<file path="config.mk">
export PLATFORM = sky130hd
export DESIGN_NAME = audio_clk_div
export DESIGN_NICKNAME = d
export VERILOG_FILES = /design/src/rtl/acd_pkg.sv /design/src/rtl/acd_rst_sync.sv /design/src/rtl/acd_cfg_check.sv /design/src/rtl/acd_frame_counter.sv /design/src/rtl/acd_edge_shaper.sv /design/src/rtl/acd_mclk_gate.sv /design/src/rtl/audio_clk_div.sv
export SDC_FILE = /design/constraint.sdc
export NUM_CORES = 1
export LEC_CHECK = 0
export BUFFER_PORTS_ARGS = -buffer_cell sky130_fd_sc_hd__clkbuf_2
export CAP_MARGIN = 20
export CORE_MARGIN = 3
export CORE_UTILIZATION = 57
export DETAILED_ROUTE_END_ITERATION = 8
export HOLD_SLACK_MARGIN = 0.02
export PLACE_DENSITY = 0.81
export SLEW_MARGIN = 40
export SYNTH_ARGS = -nofsm -noshare
export SYNTH_HDL_FRONTEND = slang
export SYNTH_SLANG_ARGS = --single-unit
</file>
<file path="constraint.sdc">
create_clock -name clk_256fs -period 1.3 [get_ports clk_256fs]
set_input_delay 0.26 -clock clk_256fs [delete_from_list [all_inputs] [get_ports clk_256fs]]
set_output_delay 0.26 -clock clk_256fs [all_outputs]
set_load 0.05 [all_outputs]
</file>
<file path="src/rtl/acd_pkg.sv">
package acd_pkg;

  typedef enum logic [1:0] {
    BCLK_16FS = 2'b00,
    BCLK_32FS = 2'b01,
    BCLK_64FS = 2'b10,
    BCLK_RSVD = 2'b11
  } bclk_sel_e;

  typedef struct packed {
    bclk_sel_e sel;
    logic      pulse;
    logic      dsp;
  } clk_cfg_t;

  localparam clk_cfg_t CFG_DEFAULT = '{sel: BCLK_16FS, pulse: 1'b0, dsp: 1'b1};

  // Legality rules: reserved ratio, pulse frame outside DSP, 16fs outside DSP
  function automatic logic cfg_illegal(input clk_cfg_t c);
    logic bad;
    bad = 1'b0;
    if (c.sel == BCLK_RSVD)                bad = 1'b1;
    if (c.pulse && !c.dsp)                 bad = 1'b1;
    if ((c.sel == BCLK_16FS) && !c.dsp)    bad = 1'b1;
    return bad;
  endfunction

endpackage

</file>
<file path="src/rtl/acd_rst_sync.sv">
module acd_rst_sync #(
  parameter int STAGES = 2
) (
  input  logic clk_i,
  input  logic arst_ni,
  output logic rst_no
);
  logic [STAGES-1:0] sync_q;
  logic [STAGES-1:0] sync_d;

  always_comb begin
    sync_d = {sync_q[STAGES-2:0], 1'b1};
  end

  always_ff @(posedge clk_i or negedge arst_ni) begin
    if (!arst_ni) sync_q <= '0;
    else          sync_q <= sync_d;
  end

  assign rst_no = sync_q[STAGES-1];
endmodule

</file>
<file path="src/rtl/acd_cfg_check.sv">
module acd_cfg_check
  import acd_pkg::*;
(
  input  logic     clk_i,
  input  logic     rst_ni,
  input  clk_cfg_t cfg_i,
  output logic     cfg_bad_o,
  output logic     err_q_o
);
  logic err_d;
  logic err_q;

  always_comb begin
    cfg_bad_o = cfg_illegal(cfg_i);
    err_d     = cfg_bad_o;
  end

  always_ff @(posedge clk_i or negedge rst_ni) begin
    if (!rst_ni) err_q <= 1'b0;
    else         err_q <= err_d;
  end

  assign err_q_o = err_q;
endmodule

</file>
<file path="src/rtl/acd_frame_counter.sv">
module acd_frame_counter
  import acd_pkg::*;
#(
  parameter int FRAME_LOG2 = 8
) (
  input  logic                  clk_i,
  input  logic                  rst_ni,
  input  clk_cfg_t              cfg_i,
  input  logic                  cfg_bad_i,
  input  logic                  err_q_i,
  output logic [FRAME_LOG2-1:0] cnt_o,
  output clk_cfg_t              act_o,
  output logic                  hold_o
);
  logic [FRAME_LOG2-1:0] cnt_q, cnt_d;
  clk_cfg_t              act_q;
  logic                  armed_q, armed_d;
  logic                  wrap;
  logic                  act_en;
  logic                  hold;

  always_comb begin
    hold    = cfg_bad_i | err_q_i | ~armed_q;
    wrap    = (cnt_q == '1);
    act_en  = hold | wrap;
    armed_d = 1'b1;
    if (hold) cnt_d = '0;
    else      cnt_d = cnt_q + 1'b1;
  end

  always_ff @(posedge clk_i or negedge rst_ni) begin
    if (!rst_ni) begin
      cnt_q   <= '0;
      armed_q <= 1'b0;
    end else begin
      cnt_q   <= cnt_d;
      armed_q <= armed_d;
    end
  end

  always_ff @(posedge clk_i or negedge rst_ni) begin
    if (!rst_ni)     act_q <= CFG_DEFAULT;
    else if (act_en) act_q <= cfg_i;
  end

  assign cnt_o  = cnt_q;
  assign act_o  = act_q;
  assign hold_o = hold;

  AST_CFG_AT_BOUNDARY: assert property (@(posedge clk_i) disable iff (!rst_ni)
    (act_q != $past(act_q)) |-> (($past(cnt_q) == '1) || $past(hold)));
endmodule

</file>
<file path="src/rtl/acd_edge_shaper.sv">
module acd_edge_shaper
  import acd_pkg::*;
#(
  parameter int FRAME_LOG2    = 8,
  parameter int BASE_DIV_LOG2 = 4
) (
  input  logic                  clk_i,
  input  logic                  rst_ni,
  input  logic [FRAME_LOG2-1:0] cnt_i,
  input  clk_cfg_t              act_i,
  input  logic                  hold_i,
  input  logic                  err_q_i,
  output logic                  bclk_o,
  output logic                  fclk_o
);
  localparam int NUM_RATIOS = 3;

  logic [NUM_RATIOS-1:0] bit_tap;
  logic [NUM_RATIOS-1:0] first_bit;
  logic [1:0]            ridx;
  logic                  bclk_q, bclk_d;
  logic                  fclk_q, fclk_d;

  // Ratio s divides by 2**(BASE_DIV_LOG2-s)
  for (genvar s = 0; s < NUM_RATIOS; s++) begin : g_ratio
    assign bit_tap[s]   = cnt_i[BASE_DIV_LOG2-1-s];
    assign first_bit[s] = ((cnt_i >> (BASE_DIV_LOG2 - s)) == '0);
  end

  always_comb begin
    ridx = (act_i.sel == BCLK_RSVD) ? 2'd0 : act_i.sel;
    if (hold_i) begin
      bclk_d = 1'b0;
      fclk_d = 1'b0;
    end else begin
      bclk_d = bit_tap[ridx];
      fclk_d = act_i.pulse ? first_bit[ridx] : ~cnt_i[FRAME_LOG2-1];
    end
  end

  always_ff @(posedge clk_i or negedge rst_ni) begin
    if (!rst_ni) begin
      bclk_q <= 1'b0;
      fclk_q <= 1'b0;
    end else begin
      bclk_q <= bclk_d;
      fclk_q <= fclk_d;
    end
  end

  assign bclk_o = bclk_q;
  assign fclk_o = fclk_q;

  AST_QUIET_ON_ERROR: assert property (@(posedge clk_i) disable iff (!rst_ni)
    err_q_i |-> (!bclk_q && !fclk_q));
  AST_FRAME_EDGE_BCLK_LOW: assert property (@(posedge clk_i) disable iff (!rst_ni)
    ((fclk_q != $past(fclk_q)) && !err_q_i && !$past(err_q_i)) |-> !bclk_q);
  AST_BCLK_NO_RUNT: assert property (@(posedge clk_i) disable iff (!rst_ni)
    ($fell(bclk_q) && !err_q_i) |-> $past(bclk_q, 2));
  AST_ACTIVE_SEL_LEGAL: assert property (@(posedge clk_i) disable iff (!rst_ni)
    (!err_q_i && !hold_i) |-> (act_i.sel != BCLK_RSVD));
endmodule

</file>
<file path="src/rtl/acd_mclk_gate.sv">
module acd_mclk_gate (
  input  logic clk_i,
  input  logic rst_ni,
  input  logic en_i,
  output logic clk_o
);
  logic en_lo_q;

  // Enable captured while the clock is low, so the AND cannot glitch
  always_ff @(negedge clk_i or negedge rst_ni) begin
    if (!rst_ni) en_lo_q <= 1'b0;
    else         en_lo_q <= en_i;
  end

  assign clk_o = clk_i & en_lo_q;
endmodule

</file>
<file path="src/rtl/audio_clk_div.sv">
module audio_clk_div
  import acd_pkg::*;
#(
  parameter int FRAME_LOG2    = 8,
  parameter int BASE_DIV_LOG2 = 4,
  parameter int SYNC_STAGES   = 2
) (
  input  logic       clk_256fs,
  input  logic       rst_n,
  input  logic [1:0] bclk_sel,
  input  logic       frame_pulse,
  input  logic       mclk_en,
  input  logic       dsp_mode,
  output logic       mclk_out,
  output logic       bclk_out,
  output logic       fclk_out,
  output logic       config_error
);
  logic                  rst_sync_n;
  clk_cfg_t              cfg_in;
  clk_cfg_t              act_cfg;
  logic                  cfg_bad;
  logic                  err_q;
  logic                  hold;
  logic [FRAME_LOG2-1:0] cnt;

  always_comb begin
    cfg_in.sel   = bclk_sel_e'(bclk_sel);
    cfg_in.pulse = frame_pulse;
    cfg_in.dsp   = dsp_mode;
  end

  acd_rst_sync #(.STAGES(SYNC_STAGES)) i_rst_sync (
    .clk_i  (clk_256fs),
    .arst_ni(rst_n),
    .rst_no (rst_sync_n)
  );

  acd_cfg_check i_cfg_check (
    .clk_i    (clk_256fs),
    .rst_ni   (rst_sync_n),
    .cfg_i    (cfg_in),
    .cfg_bad_o(cfg_bad),
    .err_q_o  (err_q)
  );

  acd_frame_counter #(.FRAME_LOG2(FRAME_LOG2)) i_frame_counter (
    .clk_i    (clk_256fs),
    .rst_ni   (rst_sync_n),
    .cfg_i    (cfg_in),
    .cfg_bad_i(cfg_bad),
    .err_q_i  (err_q),
    .cnt_o    (cnt),
    .act_o    (act_cfg),
    .hold_o   (hold)
  );

  acd_edge_shaper #(
    .FRAME_LOG2   (FRAME_LOG2),
    .BASE_DIV_LOG2(BASE_DIV_LOG2)
  ) i_edge_shaper (
    .clk_i  (clk_256fs),
    .rst_ni (rst_sync_n),
    .cnt_i  (cnt),
    .act_i  (act_cfg),
    .hold_i (hold),
    .err_q_i(err_q),
    .bclk_o (bclk_out),
    .fclk_o (fclk_out)
  );

  acd_mclk_gate i_mclk_gate (
    .clk_i (clk_256fs),
    .rst_ni(rst_sync_n),
    .en_i  (mclk_en),
    .clk_o (mclk_out)
  );

  assign config_error = err_q;
endmodule

</file>
Word-level counts from Yosys, hierarchy flattened
Cells that the tools add are included.
{"block": "word_totals", "input_bits": 7, "word_cells": 39, "reg_bits": 18, "output_inout_bits": 4}
{"block": "classes", "n_eq_ne": 3, "n_bitwise": 6, "addsub": 1, "n_reduce_logical": 7, "order_cmp": 1, "mux": 12}
{"cell": "$logic_not 8->1", "n": 3}
{"cell": "$add 8x1->8 const B", "n": 1}
{"cell": "$eq 8x8->1 const B", "n": 1}
{"cell": "$mux 1", "n": 8}
{"cell": "$mux 8", "n": 1}
{"cell": "$bmux 1 s2", "n": 2}
{"cell": "$eq 2x2->1 const B", "n": 2}
{"cell": "$lt 2x3->1 const B", "n": 1}
{"cell": "$or 1x1->1", "n": 3}
{"cell": "$logic_and 1x1->1", "n": 2}
{"cell": "$logic_not 2->1", "n": 1}
{"cell": "$mux 2", "n": 1}
{"cell": "$not 1->1", "n": 2}
{"cell": "$and 1x1->1", "n": 1}
{"cell": "$logic_not 1->1", "n": 1}

Logic depth before layout (Yosys ltp)
{"block": "logic_depth", "word_depth": 7, "depth_mapped": 5, "depth_no_buf": 5}

Hierarchy
Synthesis repeated with hierarchy kept, for this count alone.
{"block": "unflattened", "hier_cells": 65, "area_unflattened_um2": 800.8}
{"mod": "acd_frame_counter", "n_inst": 1, "seq_area_each_um2": 326.6, "cells_each": 46, "area_each_um2": 549.3}
{"mod": "acd_edge_shaper", "n_inst": 1, "seq_area_each_um2": 50.0, "cells_each": 10, "area_each_um2": 118.9}
{"mod": "acd_rst_sync", "n_inst": 1, "seq_area_each_um2": 50.0, "cells_each": 3, "area_each_um2": 53.8}
{"mod": "acd_cfg_check", "n_inst": 1, "seq_area_each_um2": 25.0, "cells_each": 4, "area_each_um2": 47.5}
{"mod": "acd_mclk_gate", "n_inst": 1, "seq_area_each_um2": 25.0, "cells_each": 2, "area_each_um2": 31.3}

==> results.md <==
- Worst slack, placed: -0.347 ns
- Top sig layer: met4
- Worst Path Buf+Inv: 1
- Routed length per instance: 16.7 um
- Crit Path Max Fanout: 1
- Comb pwr share: 8.8%
- Chip Height: 43.4 um
- Sw Ratio: 27.8%
- Crit-path leading delay family: flip-flops
- Outcome: finished, violations left
- Reg clk slew, reported paths: 0.09 ns
- HP Class: in -> reg
- Worst reg-to-reg path cell count: 5
- DR vias: 635
- Final hold slack: 0.0952 ns
- DR vias/cell: 5.72
- Final hold violation count: 0
- Dominant cell type by area after synthesis: dfrtp_1
- Drt drc: 0
- Final setup viols: 5
- Synth unique cells: 28
- Reg-to-Reg Start: i_frame_counter.cnt_o[0]
- Post-synthesis cell area: 796 um^2
- Met3 WL: 110 um
- Synthesized netlist cell count: 68
- CTS tree: yes
- PortBufs: 10
- Slowest CP cell: dfrtn_1
- RSZ-0062 raised after global routing: true
- Met2 WL post-DR: 961 um
- Antenna violations before repair: 0
- Starting Density: 66.2%
- Synth area leaders: dfrtp_1 53%, nor2_1 4.2%, mux2_1 4.2%
- Post-synthesis sequential area ratio: 56.6%
- Area growth from synthesis to layout: 34.3%
- Design Power: 0.00132 W
- Slowest stage delay, CP: 0.39 ns
- Yosys warns: 0
- Antenna Cells: 0
- Vias in the first global route: 670
- Yosys reg bits: 18
- Number of routed nets with antenna violations: 0
- Drt first pass iters: 4
- GR Overflow Total: 0
- Initial DRC Count: 16
- Tot GR Track Use: 24.3%
- Leakage power: 0.494 nW
- Core Region: 1200 um^2
- Final net count: 106
- WL met1: 698 um
- Critical Path End Type: output pin
- WP data required: 1.04 ns
- Post-DP HPWL: 1150 um
- Largest net degree at the start of global routing: 16
- Clk_lat worst skew: 0.40 ns
- Seq pwr share: 45.3%
- Final instance count without filler cells: 111
- Crit-path cells: and2_4 > clkbuf_16
- VDD IR max: 1.08 mV
- P per Cell Area: 1230 nW/um^2
- Fin util: 89.0%
- First-pass GRT wire length: 3040 um
- Total routed wirelength: 1860 um
- Hold depth: 2
- Layout cell share with drive strength beyond 1: 46.4%
- CP Launch Type: register
- Psw: 0.000366 W
- Post-Place Cells: 102
- I/O pin cnt: 11
- Clock Power Share: 45.9%
- Reg2Reg Setup Slack: -0.01 ns
- Total of max-cap violations: 0
- Critical path class: reg -> out
- Final GP Congestion: 0.772
- Internal power: 0.000949 W
- Share of the synthesized area in the top cell type: 53.5%
- Clock Skew: 0.0127 ns
- Final max-slew violation count: 0
- Reg2reg end: i_frame_counter.act_o[1]
- Die area: 1880 um^2
- Setup slack after layout: -0.709 ns
- WHS Endpoint: i_cfg_check.err_q_o
- Arrival @ worst endpoint: 1.75 ns
- Avg Inst Size Synth: 11.7 um^2
- Row count: 12
- Violated checks: negative setup slack
- Hold Startpoint: dsp_mode
- Chip Width: 43.4 um
worst max-delay path by stage:
| stage | from | endpoint | slack [ns] | depth (start not counted) |
|---|---|---|---|---|
| finish | i_mclk_gate.en_lo_q | mclk_out | -0.71 | 2 |
| global placement | i_mclk_gate.en_lo_q | mclk_out | -0.35 | 2 |
| global route | i_mclk_gate.en_lo_q | mclk_out | -0.76 | 2 |
| CTS | i_mclk_gate.en_lo_q | mclk_out | -0.71 | 2 |
| detailed placement | i_mclk_gate.en_lo_q | mclk_out | -0.35 | 2 |
| floorplan | i_mclk_gate.en_lo_q | mclk_out | -0.19 | 1 |
power groups by stage:
stage	registers [W]	logic, W	clock network, W
finish	0.000595	0.000116	0.000604
floorplan	0.000627	0.0000392	0.0000889
global route	0.000598	0.000127	0.000659
CTS	0.000595	0.000109	0.000608
global placement	0.000604	0.0000971	0.000101
detailed placement	0.000606	0.000100	0.000101
Yosys cell counts:
cell / n
nor2b_4: 1
o21ba_1: 1
a2111oi_4: 1
nand2_2: 1
o21ai_0: 3
buf_2: 1
and3_1: 1
ha_1: 1
nor2_2: 1
xor2_1: 3
mux2_1: 3
nand2_1: 3
nor2b_1: 1
dfrtp_1: 17
a211oi_2: 1
nand4_1: 1
and2_1: 1
or3_1: 2
conb_1: 1
a221oi_1: 1
buf_4: 1
a21oi_1: 2
o2111ai_2: 1
nand3_1: 4
inv_1: 3
xnor2_1: 2
nor2_1: 9
dfrtn_1: 1
stage by stage:
| stage | area (um^2) | setup TNS [ns] |
|---|---|---|
| after floorplan | 806 | -0.193 |
| after global placement | 943 | -0.438 |
| after detailed placement | 943 | -0.594 |
| after CTS | 1040 | -0.705 |
| after global routing | 1070 | -1.04 |
| final | 1070 | -0.744 |
layout by cell type (no fill, tap or decap), types with 2 or more instances in the layout:
| master | n |
|---|---|
| o21ai_0 | 2 |
| inv_1 | 3 |
| dfrtp_1 | 14 |
| xor2_1 | 3 |
| nor2_1 | 8 |
| clkbuf_4 | 8 |
| clkbuf_2 | 6 |
| conb_1 | 2 |
| dfrtp_2 | 3 |
| nand3_1 | 2 |
| xnor2_1 | 2 |
| a21oi_1 | 2 |
| or3_1 | 2 |
| nand2_1 | 3 |
| mux2_4 | 3 |
| nand3_2 | 2 |
| buf_4 | 13 |
layer usage:
layer | track usage [%] | up-vias
met1 | 24.7 | 311
met2 | 37.5 | 27
met3 | 11.2 | 12
li1 | - | 285
met5 | 0 | -
met4 | 20.5 | 0
kinds of logic (layout without fill, tap and decap cells):
kind of cell             after synthesis  in the layout  share of synthesized area (%)
AND/OR/NAND/NOR                       25             25                           16.2
other                                  1              2                          0.471
AO/OA/AOI/OAI                         10             10                           12.4
flip-flops                            18             18                           56.6
XOR/XNOR                               5              5                           5.50
adder cells (fa/ha/maj)                1              1                           1.57
buffers and inverters                  5             33                           2.99
multiplexers                           3              3                           4.24
flip-flops by register name (all words and copies together), names as in the netlist:
signal,flops
i_frame_counter.act_o,3
i_rst_sync.sync_q,2
i_edge_shaper.fclk_o,1
i_frame_counter.cnt_o,8
i_frame_counter.armed_q,1
i_mclk_gate.en_lo_q,1
i_edge_shaper.bclk_o,1
i_cfg_check.err_q_o,1
repair_timing:
item,CTS,global route
gates resized for setup,9,10
setup buffers,0,1
hold buffers,1,0
pin swaps,2,2
hold endpoints to repair,2,0
setup endpoints to repair,6,11
layout make-up:
type | instances | area [um^2]
clock buffers | 8 | 73.8
fillers | 61 | 133
flip-flops and latches | 18 | 454
well taps | 14 | 17.5
repair buffers | 22 | 153
inverters | 3 | 11.3
multi-input cells | 46 | 359
(Power assumes the default switching activity.)
